## config.mk

```make
export PLATFORM = sky130hd
export DESIGN_NAME = cart_rtc_mapper
export DESIGN_NICKNAME = d
export VERILOG_FILES = /design/src/rtl/cart_rtc_pkg.sv /design/src/rtl/rtc_run_counter.sv /design/src/rtl/rtc_snapshot.sv /design/src/rtl/cart_ctrl_regs.sv /design/src/rtl/cart_rtc_mapper.sv
export SDC_FILE = /design/constraint.sdc
export NUM_CORES = 1
export LEC_CHECK = 0
export ABC_AREA = 1
export ABC_CLOCK_PERIOD_IN_PS = 1750
export BUFFER_PORTS_ARGS = -buffer_cell sky130_fd_sc_hd__buf_4
export CAP_MARGIN = 20
export CELL_PAD_IN_SITES_DETAIL_PLACEMENT = 0
export CELL_PAD_IN_SITES_GLOBAL_PLACEMENT = 1
export CORE_MARGIN = 2
export CORE_UTILIZATION = 38
export DETAILED_ROUTE_END_ITERATION = 10
export PLACE_DENSITY = 0.82
export RECOVER_POWER = 25
export REMOVE_ABC_BUFFERS = 1
export SETUP_SLACK_MARGIN = 0.1
export SYNTH_ARGS = -nofsm -noshare
export SYNTH_HDL_FRONTEND = slang
export SYNTH_HIERARCHICAL = 1
export SYNTH_SLANG_ARGS = --single-unit
```

## constraint.sdc

```tcl
create_clock -name clk -period 1.75 [get_ports clk]
set_input_delay 0.2625 -clock clk [delete_from_list [all_inputs] [get_ports clk]]
set_output_delay 0.2625 -clock clk [all_outputs]
set_load 0.1 [all_outputs]
```

## src/rtl/cart_rtc_pkg.sv

```systemverilog
package cart_rtc_pkg;

  localparam int SEC_W    = 6;
  localparam int MIN_W    = 6;
  localparam int HR_W     = 5;
  localparam int DAY_W    = 9;
  localparam int NUM_REGS = 5;
  localparam int IDX_W    = $clog2(NUM_REGS);
  localparam int CLK_BASE = 8;

  // Address regions decoded from addr[15:13]
  localparam logic [2:0] RG_ENABLE  = 3'd0;
  localparam logic [2:0] RG_ROMBANK = 3'd1;
  localparam logic [2:0] RG_SELECT  = 3'd2;
  localparam logic [2:0] RG_LATCH   = 3'd3;
  localparam logic [2:0] RG_WINDOW  = 3'd5;

  typedef struct packed {
    logic             ovf;
    logic             halt;
    logic [DAY_W-1:0] day;
    logic [HR_W-1:0]  hrs;
    logic [MIN_W-1:0] mins;
    logic [SEC_W-1:0] secs;
  } rtc_time_t;

  // Byte view of one clock register as seen on the bus
  function automatic logic [7:0] reg_view(rtc_time_t t, logic [IDX_W-1:0] idx);
    logic [7:0] b;
    case (idx)
      IDX_W'(0): b = 8'(t.secs);
      IDX_W'(1): b = 8'(t.mins);
      IDX_W'(2): b = 8'(t.hrs);
      IDX_W'(3): b = t.day[7:0];
      default:   b = {t.ovf, t.halt, 5'b0, t.day[DAY_W-1]};
    endcase
    return b;
  endfunction

endpackage

```

## src/rtl/rtc_run_counter.sv

```systemverilog
module rtc_run_counter
  import cart_rtc_pkg::*;
#(
  parameter int SEC_MAX = 59,
  parameter int MIN_MAX = 59,
  parameter int HR_MAX  = 23
) (
  input  logic             clk,
  input  logic             rst,
  input  logic             tick,
  input  logic             ld_en,
  input  logic [IDX_W-1:0] ld_idx,
  input  logic [7:0]       ld_data,
  output rtc_time_t        now
);

  rtc_time_t nxt;
  logic      sec_wrap, min_wrap, hr_wrap, day_wrap;

  always_comb begin
    sec_wrap = (now.secs == SEC_W'(SEC_MAX));
    min_wrap = (now.mins == MIN_W'(MIN_MAX));
    hr_wrap  = (now.hrs  == HR_W'(HR_MAX));
    day_wrap = &now.day;
    nxt = now;
    if (!sec_wrap) begin
      nxt.secs = now.secs + SEC_W'(1);
    end else begin
      nxt.secs = '0;
      if (!min_wrap) begin
        nxt.mins = now.mins + MIN_W'(1);
      end else begin
        nxt.mins = '0;
        if (!hr_wrap) begin
          nxt.hrs = now.hrs + HR_W'(1);
        end else begin
          nxt.hrs = '0;
          if (!day_wrap) begin
            nxt.day = now.day + DAY_W'(1);
          end else begin
            nxt.day = '0;
            nxt.ovf = 1'b1;
          end
        end
      end
    end
  end

  always_ff @(posedge clk) begin
    if (rst) begin
      now <= '0;
    end else if (ld_en) begin
      case (ld_idx)
        IDX_W'(0): now.secs <= ld_data[SEC_W-1:0];
        IDX_W'(1): now.mins <= ld_data[MIN_W-1:0];
        IDX_W'(2): now.hrs  <= ld_data[HR_W-1:0];
        IDX_W'(3): now.day[7:0] <= ld_data;
        IDX_W'(4): begin
          now.day[DAY_W-1] <= ld_data[0];
          now.halt         <= ld_data[6];
          now.ovf          <= ld_data[7];
        end
        default: ;
      endcase
    end else if (tick && !now.halt) begin
      now <= nxt;
    end
  end

endmodule

```

## src/rtl/rtc_snapshot.sv

```systemverilog
module rtc_snapshot
  import cart_rtc_pkg::*;
(
  input  logic      clk,
  input  logic      rst,
  input  logic      latch_wr,
  input  logic [7:0] wr_data,
  input  rtc_time_t now,
  output rtc_time_t snap,
  output logic      armed
);

  always_ff @(posedge clk) begin
    if (rst) begin
      snap  <= '0;
      armed <= 1'b0;
    end else if (latch_wr) begin
      if (!armed && wr_data == 8'h01) begin
        snap  <= now;
        armed <= 1'b1;
      end else if (armed && wr_data == 8'h00) begin
        armed <= 1'b0;
      end
    end
  end

endmodule

```

## src/rtl/cart_ctrl_regs.sv

```systemverilog
module cart_ctrl_regs
  import cart_rtc_pkg::*;
#(
  parameter int ROM_W = 7,
  parameter int RAM_W = 2
) (
  input  logic             clk,
  input  logic             rst,
  input  logic             wr_en,
  input  logic [2:0]       region,
  input  logic [7:0]       wr_data,
  output logic             acc_en,
  output logic [ROM_W-1:0] rom_bank,
  output logic [RAM_W-1:0] ram_bank,
  output logic             clk_sel,
  output logic [IDX_W-1:0] reg_idx
);

  localparam int RAM_BANKS = 1 << RAM_W;

  logic [ROM_W-1:0] rom_req;
  logic             is_ram_code, is_clk_code;

  always_comb begin
    rom_req     = wr_data[ROM_W-1:0];
    is_ram_code = (32'(wr_data) < RAM_BANKS);
    is_clk_code = (32'(wr_data) >= CLK_BASE) && (32'(wr_data) < CLK_BASE + NUM_REGS);
  end

  always_ff @(posedge clk) begin
    if (rst) begin
      acc_en   <= 1'b0;
      rom_bank <= ROM_W'(1);
      ram_bank <= '0;
      clk_sel  <= 1'b0;
      reg_idx  <= '0;
    end else if (wr_en) begin
      case (region)
        RG_ENABLE: begin
          if (wr_data == 8'h0A)      acc_en <= 1'b1;
          else if (wr_data == 8'h00) acc_en <= 1'b0;
        end
        RG_ROMBANK: rom_bank <= (rom_req == '0) ? ROM_W'(1) : rom_req;
        RG_SELECT: begin
          if (is_ram_code) begin
            ram_bank <= wr_data[RAM_W-1:0];
            clk_sel  <= 1'b0;
          end else if (is_clk_code) begin
            reg_idx <= IDX_W'(wr_data - 8'(CLK_BASE));
            clk_sel <= 1'b1;
          end
        end
        default: ;
      endcase
    end
  end

endmodule

```

## src/rtl/cart_rtc_mapper.sv

```systemverilog
module cart_rtc_mapper
  import cart_rtc_pkg::*;
#(
  parameter int ROM_W = 7,
  parameter int RAM_W = 2
) (
  input  logic             clk,
  input  logic             rst,
  input  logic             tick_1hz,
  input  logic             wr_en,
  input  logic [15:0]      addr,
  input  logic [7:0]       wr_data,
  output logic [7:0]       rd_data,
  output logic [ROM_W-1:0] rom_bank,
  output logic [RAM_W-1:0] ram_bank,
  output logic             ram_en
);

  logic [2:0]       region;
  logic             acc_en, clk_sel, latch_wr, win_wr, latch_armed;
  logic [IDX_W-1:0] reg_idx;
  rtc_time_t        now, snap;

  assign region   = addr[15:13];
  assign latch_wr = wr_en && (region == RG_LATCH);
  assign win_wr   = wr_en && (region == RG_WINDOW) && acc_en && clk_sel;
  assign ram_en   = acc_en && !clk_sel;

  cart_ctrl_regs #(.ROM_W(ROM_W), .RAM_W(RAM_W)) u_ctrl (
    .clk      (clk),
    .rst      (rst),
    .wr_en    (wr_en),
    .region   (region),
    .wr_data  (wr_data),
    .acc_en   (acc_en),
    .rom_bank (rom_bank),
    .ram_bank (ram_bank),
    .clk_sel  (clk_sel),
    .reg_idx  (reg_idx)
  );

  rtc_run_counter u_run (
    .clk     (clk),
    .rst     (rst),
    .tick    (tick_1hz),
    .ld_en   (win_wr),
    .ld_idx  (reg_idx),
    .ld_data (wr_data),
    .now     (now)
  );

  rtc_snapshot u_snap (
    .clk      (clk),
    .rst      (rst),
    .latch_wr (latch_wr),
    .wr_data  (wr_data),
    .now      (now),
    .snap     (snap),
    .armed    (latch_armed)
  );

  always_ff @(posedge clk) begin
    if (rst) begin
      rd_data <= 8'hFF;
    end else if (region == RG_WINDOW && acc_en && clk_sel) begin
      rd_data <= reg_view(snap, reg_idx);
    end else begin
      rd_data <= 8'hFF;
    end
  end

endmodule

```

### Yosys cells after proc, flatten, opt, wreduce, memory -nomap -nowiden

Cells that the tools add are included.

* mux-type cells: 26
* eq/ne operators: 18
* $lt $le $gt $ge: 3
* bitwise operators: 2
* $add $sub $neg: 5
* reductions and logical operators: 42

Operators by type and width (count)
* 28-bit 2-to-1 mux: 2
* 8-bit one-hot mux with 4 select lines: 1
* 6-bit 2-to-1 mux: 4
* 20-bit 2-to-1 mux: 1
* 9-bit 2-to-1 mux: 2
* 2-bit nonzero test: 8
* 14-bit 2-to-1 mux: 1
* 6-bit by 1-bit adder with 6-bit output, second input constant: 2
* 3-bit by 2-bit equality test with 1-bit output, second input constant: 4
* 6-bit equality test, second input constant: 2
* 3-bit AND reduction: 4
* 1-bit logical AND: 11
* 1-bit 2-to-1 mux: 10
* 5-bit 2-to-1 mux: 2
* 2-bit != test, second input constant: 5
* 2-bit AND reduction: 5
* 5-bit AND reduction: 2
* 9-bit by 1-bit adder with 9-bit output, second input constant: 1
* 9-bit AND reduction: 1
* 8-bit by 1-bit equality test with 1-bit output, second input constant: 1
* 8-bit by 4-bit equality test with 1-bit output, second input constant: 1
* 8-bit by 4-bit >= comparator with 1-bit output, second input constant: 1
* 8-bit zero test: 1
* 8-bit by 3-bit less-than comparator with 1-bit output, second input constant: 1
* 16 further kinds: 23

* flip-flop bits (word level): 79
* word-level logic and storage cells: 116
* bits of input ports: 28

### Depth between registers and ports, before layout

* depth after elaboration: 7
* depth in mapped cells: 14

### By module

The synthesis kept the hierarchy.

Modules (own cells, without submodules)
* rtc_run_counter: cells each 283, area an instance 1794.2 um^2, instances 1, sequential area each 560.5 um^2
* rtc_snapshot: cells each 204, area an instance 1395.1 um^2, instances 1, sequential area each 580.6 um^2
* cart_ctrl_regs: cells each 97, area an instance 640.6 um^2, instances 1, sequential area each 280.3 um^2
* cart_rtc_mapper: cells each 85, area an instance 541.8 um^2, instances 1, sequential area each 160.2 um^2

### Worst setup path after synthesis

No wires, ideal clock.

* path type: register to output
* start: register u_ctrl.acc_en
* end: output port ram_en
* stages on the path, launching flop included: 3
* data arrival time: 1620 ps
* required time: 1487 ps
* setup slack: -132 ps
* cell sequence: dfxtp_1 > inv_1 > nor2_1

* cells in the longest elaborated chain, start to end: 1

RTL lines
* start: declaration: RTL line cart_ctrl_regs.sv:12 `output logic acc_en,`
* start signal: assignment: RTL line cart_ctrl_regs.sv:32 `acc_en <= 1'b0;`
* start signal: assignment: RTL line cart_ctrl_regs.sv:40 `if (wr_data == 8'h0A) acc_en <= 1'b1;`
* start signal: assignment: RTL line cart_ctrl_regs.sv:41 `else if (wr_data == 8'h00) acc_en <= 1'b0;`
* 1-bit logical AND: RTL line cart_rtc_mapper.sv:27 `assign ram_en = acc_en && !clk_sel;`
* end: declaration: RTL line cart_rtc_mapper.sv:16 `output logic ram_en`

Every way passes these cells.

### Worst setup path after layout

* start: register u_ctrl.clk_sel
* end: register, netlist name u_run/now[22]

* cells in the longest elaborated chain, start to end: 3
* elaborated cells on any way between the ends: 8
* classes of those cells: eq/ne (1); mux (1); reduce/logical (6)

RTL lines
* start: declaration: RTL line cart_ctrl_regs.sv:15 `output logic clk_sel,`
* start signal: assignment: RTL line cart_ctrl_regs.sv:35 `clk_sel <= 1'b0;`
* start signal: assignment: RTL line cart_ctrl_regs.sv:47 `clk_sel <= 1'b0;`
* start signal: assignment: RTL line cart_ctrl_regs.sv:50 `clk_sel <= 1'b1;`
* 1-bit logical AND (*): RTL line cart_rtc_mapper.sv:26 `assign win_wr = wr_en && (region == RG_WINDOW) && acc_en && clk_sel;`
* via win_wr: RTL line cart_rtc_mapper.sv:20 `logic acc_en, clk_sel, latch_wr, win_wr, latch_armed;`
* 2-bit != test (no source line) or 2-bit nonzero test (tied branches)
* 5-bit AND reduction (no source line)

Mark *: on every way through the listed nets, which the timed path passes. The rest lies on a longest branch.
A chain may end at the register's enable or synchronous reset.

==> impl_metrics.env <==
export IMPL_status="finished clean"
export IMPL_arrival_ns=1.85
export IMPL_antenna_found_initial=0
export IMPL_min_path_type="input pin to register"
export IMPL_vias=4273
export IMPL_routed_wirelength_um=12000
export IMPL_finalMaxSlewViolations=0
export IMPL_post_dp_cell_area_um2=4880
export IMPL_clock_path_buffers=2
export IMPL_max_cap_viol_count=0
export IMPL_rsz0062_at_grt="yes"
export IMPL_final_area_um2=5540
export IMPL_power_total_mw=4.21
export IMPL_path_class="register to register"
export IMPL_ios=46
export IMPL_numCtsBuffers=9
export IMPL_worstHoldEndpoint="u_run/now[8]$_SDFFE_PP0P_"
export IMPL_wl_per_cell_um=13.4
export IMPL_clock_sinks=79
export IMPL_globalRouteOverflowTotal=0
export IMPL_antenna_left=0
export IMPL_post_place_ws_ns=0.0159
export IMPL_synth_seq_cells=79
export IMPL_portBuffers=32
export IMPL_synth_area_per_cell_um2=6.53
export IMPL_crit_path_start_kind="register"
export IMPL_synth_edf_count=0
export IMPL_grt_max_degree=30
export IMPL_reg2reg_slack_ns=0.13
export IMPL_relSlewSlack_pct=63.4
export IMPL_end_kind="register"
export IMPL_peakVddDrop_uv=785
export IMPL_root_buffer="clkbuf_16"
export IMPL_hold_depth=2
export IMPL_netlist_instances=669
export IMPL_synth_flop_cell="dfxtp_1"
export IMPL_layout_drive_gt1_share_pct=25.1
export IMPL_die_y_um=111
export IMPL_drc=0
export IMPL_dp_cells=854
export IMPL_leakagePower_nw=2.51
export IMPL_rows=39
export IMPL_final_nets=777
export IMPL_synth_distinct_cells=35
export IMPL_initial_utilization_pct=38.6
export IMPL_clk_pin_slew_ns=0.06
export IMPL_cp_max_fo=6
export IMPL_hpwl_um=8410
export IMPL_max_freq_mhz=619
export IMPL_cts_tree="done"
export IMPL_dr_first_iter_drc_count=259
export IMPL_first_pass_iters=4
export IMPL_regArea_um2=1590
export IMPL_coreArea_um2=11300
export IMPL_finalSetupViolations=0
export IMPL_fin_cells=892
export IMPL_area_growth_pct=26.8
export IMPL_h_tree_depth=3
export IMPL_multi_input_area_um2=2430
export IMPL_synth_area_um2=4370
export IMPL_hold_buffers=0
export IMPL_viasPerCell=4.79
export IMPL_finalHoldViolCount=0
export IMPL_worstMarginPinSlew_ns=0.551
export IMPL_async_flop_share_pct=0
export IMPL_ff2ff_path_depth=11
export IMPL_ys_warn_count=6
export IMPL_routabilityCongestion=0.850
export IMPL_grt_pass1_wl_um=19100
export IMPL_setup_slack_ns=0.135
export IMPL_use_met1_pct=26.6
export IMPL_clock_skew_ns=0.00557
export IMPL_grt_pass1_vias=3916
export IMPL_cp_required_ns=1.99
export IMPL_fin_crit_ns=1.62
export IMPL_die_w_um=111
export IMPL_worstHoldStart="rst"
export IMPL_use_met2_pct=29.7
export IMPL_timing_rr_start="u_ctrl/clk_sel$_SDFFE_PP0P_"
export IMPL_antenna_cells=0
export IMPL_fillCellCount=1179
export IMPL_clock_latency_ns=0.34
export IMPL_power_density_nw_per_um2=759
export IMPL_top_usage_layer="met2"
export IMPL_gr_usage_all_layers_pct=18.9
export IMPL_met3_usage_pct=3.12
export IMPL_fin_crit_sh_pct=92.3
export IMPL_die_area_um2=12400
export IMPL_r2r_end="u_run/now[22]$_SDFFE_PP0P_"
export IMPL_yosysSeqAreaShare_pct=36.2
[metal layers]
metal	vias to the layer above	wire length [um]
li1	2239	-
met1	1939	5810
met2	83	5540
met3	12	463
met4	0	155
met5	-	0
[cell type report]
type | count | share of cell area, %
sequential | 79 | 28.7
clock inverter | 6 | 1.65
inverter | 96 | 6.68
timing repair buffer | 86 | 11.6
clock buffer | 10 | 4.31
tap | 143 | 3.23
multi-input combinational | 472 | 43.8
[worst max path at each step]
stage | from | to | slack, ns | cells after the start
2_1_floorplan | u_ctrl/clk_sel$_SDFFE_PP0P_ | u_run/now[5]$_SDFFE_PP0P_ | -0.69 | 8
3_3_place_gp | addr[14] | u_run/now[8]$_SDFFE_PP0P_ | 0.01 | 11
3_5_place_dp | addr[14] | u_run/now[8]$_SDFFE_PP0P_ | 0.02 | 11
4_1_cts | u_ctrl/acc_en$_SDFFE_PP0P_ | u_run/now[17]$_SDFFE_PP0P_ | 0.09 | 13
5_1_grt | u_run/now[1]$_SDFFE_PP0P_ | u_run/now[21]$_SDFFE_PP0P_ | 0.03 | 10
6_report | u_ctrl/clk_sel$_SDFFE_PP0P_ | u_run/now[22]$_SDFFE_PP0P_ | 0.13 | 11
[layout by cell type, fill, tap and decap left out, types with 14 or more instances in the layout]
master / count
nand2_1: 135
nor2_1: 135
inv_1: 86
dfxtp_1: 72
buf_4: 60
nand3_1: 45
nand4_1: 23
o21ai_0: 23
nand3_2: 18
clkbuf_2: 17
a21oi_1: 14
[timing repair]
| action | in CTS | in global routing |
|---|---|---|
| endpoints found under the setup margin | 20 | 34 |
| resized for setup | 20 | 57 |
| setup buffers | 14 | 6 |
| hold endpoints to repair | 0 | 0 |
| gates cloned | 1 | 1 |
| pin swaps | 10 | 22 |
[worst max-delay path: stages, from the launching register on]
cell and delay [ns]:
dfxtp_2 0.34, inv_2 0.04, nor2_4 0.10, nand2_2 0.06
nor2_2 0.10, buf_6 0.15, buf_6 0.11, nand4_1 0.14
nand2_4 0.18, nand2_4 0.10, nor2_1 0.12, nor2_1 0.05
[state kept, by name (all words and copies together) (netlist names)]
register	flops
u_ctrl/acc_en	1
u_ctrl/ram_bank	2
u_run/now	28
u_ctrl/reg_idx	3
u_ctrl/rom_bank	7
u_snap/armed	1
u_snap/snap	28
u_ctrl/clk_sel	1
rd_data	8
[per-stage QoR]
| step | hold slack [ns] | util [%] | setup TNS, ns |
|---|---|---|---|
| 6_report | 0.158 | 49.0 | 0 |
| 5_1_grt | 0.163 | 49.0 | 0 |
| 4_1_cts | 0.151 | 47.4 | 0 |
| 3_5_place_dp | 0.445 | 43.1 | 0 |
| 3_3_place_gp | 0.434 | 43.1 | 0 |
| 2_1_floorplan | 0.332 | - | -13.71 |
[cell usage after synthesis (7+ instances only)]
cell	count	area, um^2
nor2_1	145	544
nand2_1	143	537
inv_1	92	345
dfxtp_1	79	1580
nand3_1	52	260
o21ai_0	30	150
nand4_1	23	144
a21oi_1	19	95.1
nand3_2	11	110
buf_6	8	90.1
buf_2	7	35.0
nor2_2	7	43.8
[kinds of logic after synthesis]
logic type,count (synthesis),synth area share [%]
and+or+nand+nor,397,40.4
buffers and inverters,119,12.7
DFF,79,36.2
AOI/OAI and AO/OA,60,7.53
xor gates and xnor gates,9,1.80
adders and majority gates,5,1.43
[power by group]
group          switching (mW)  total, mW  internal (mW)
Clock                   0.799       2.10           1.30
Sequential             0.0146       1.83           1.81
Combinational           0.186      0.280         0.0939
Total                   0.999       4.21           3.21
No activity file was read; power rests on OpenSTA's default activity.
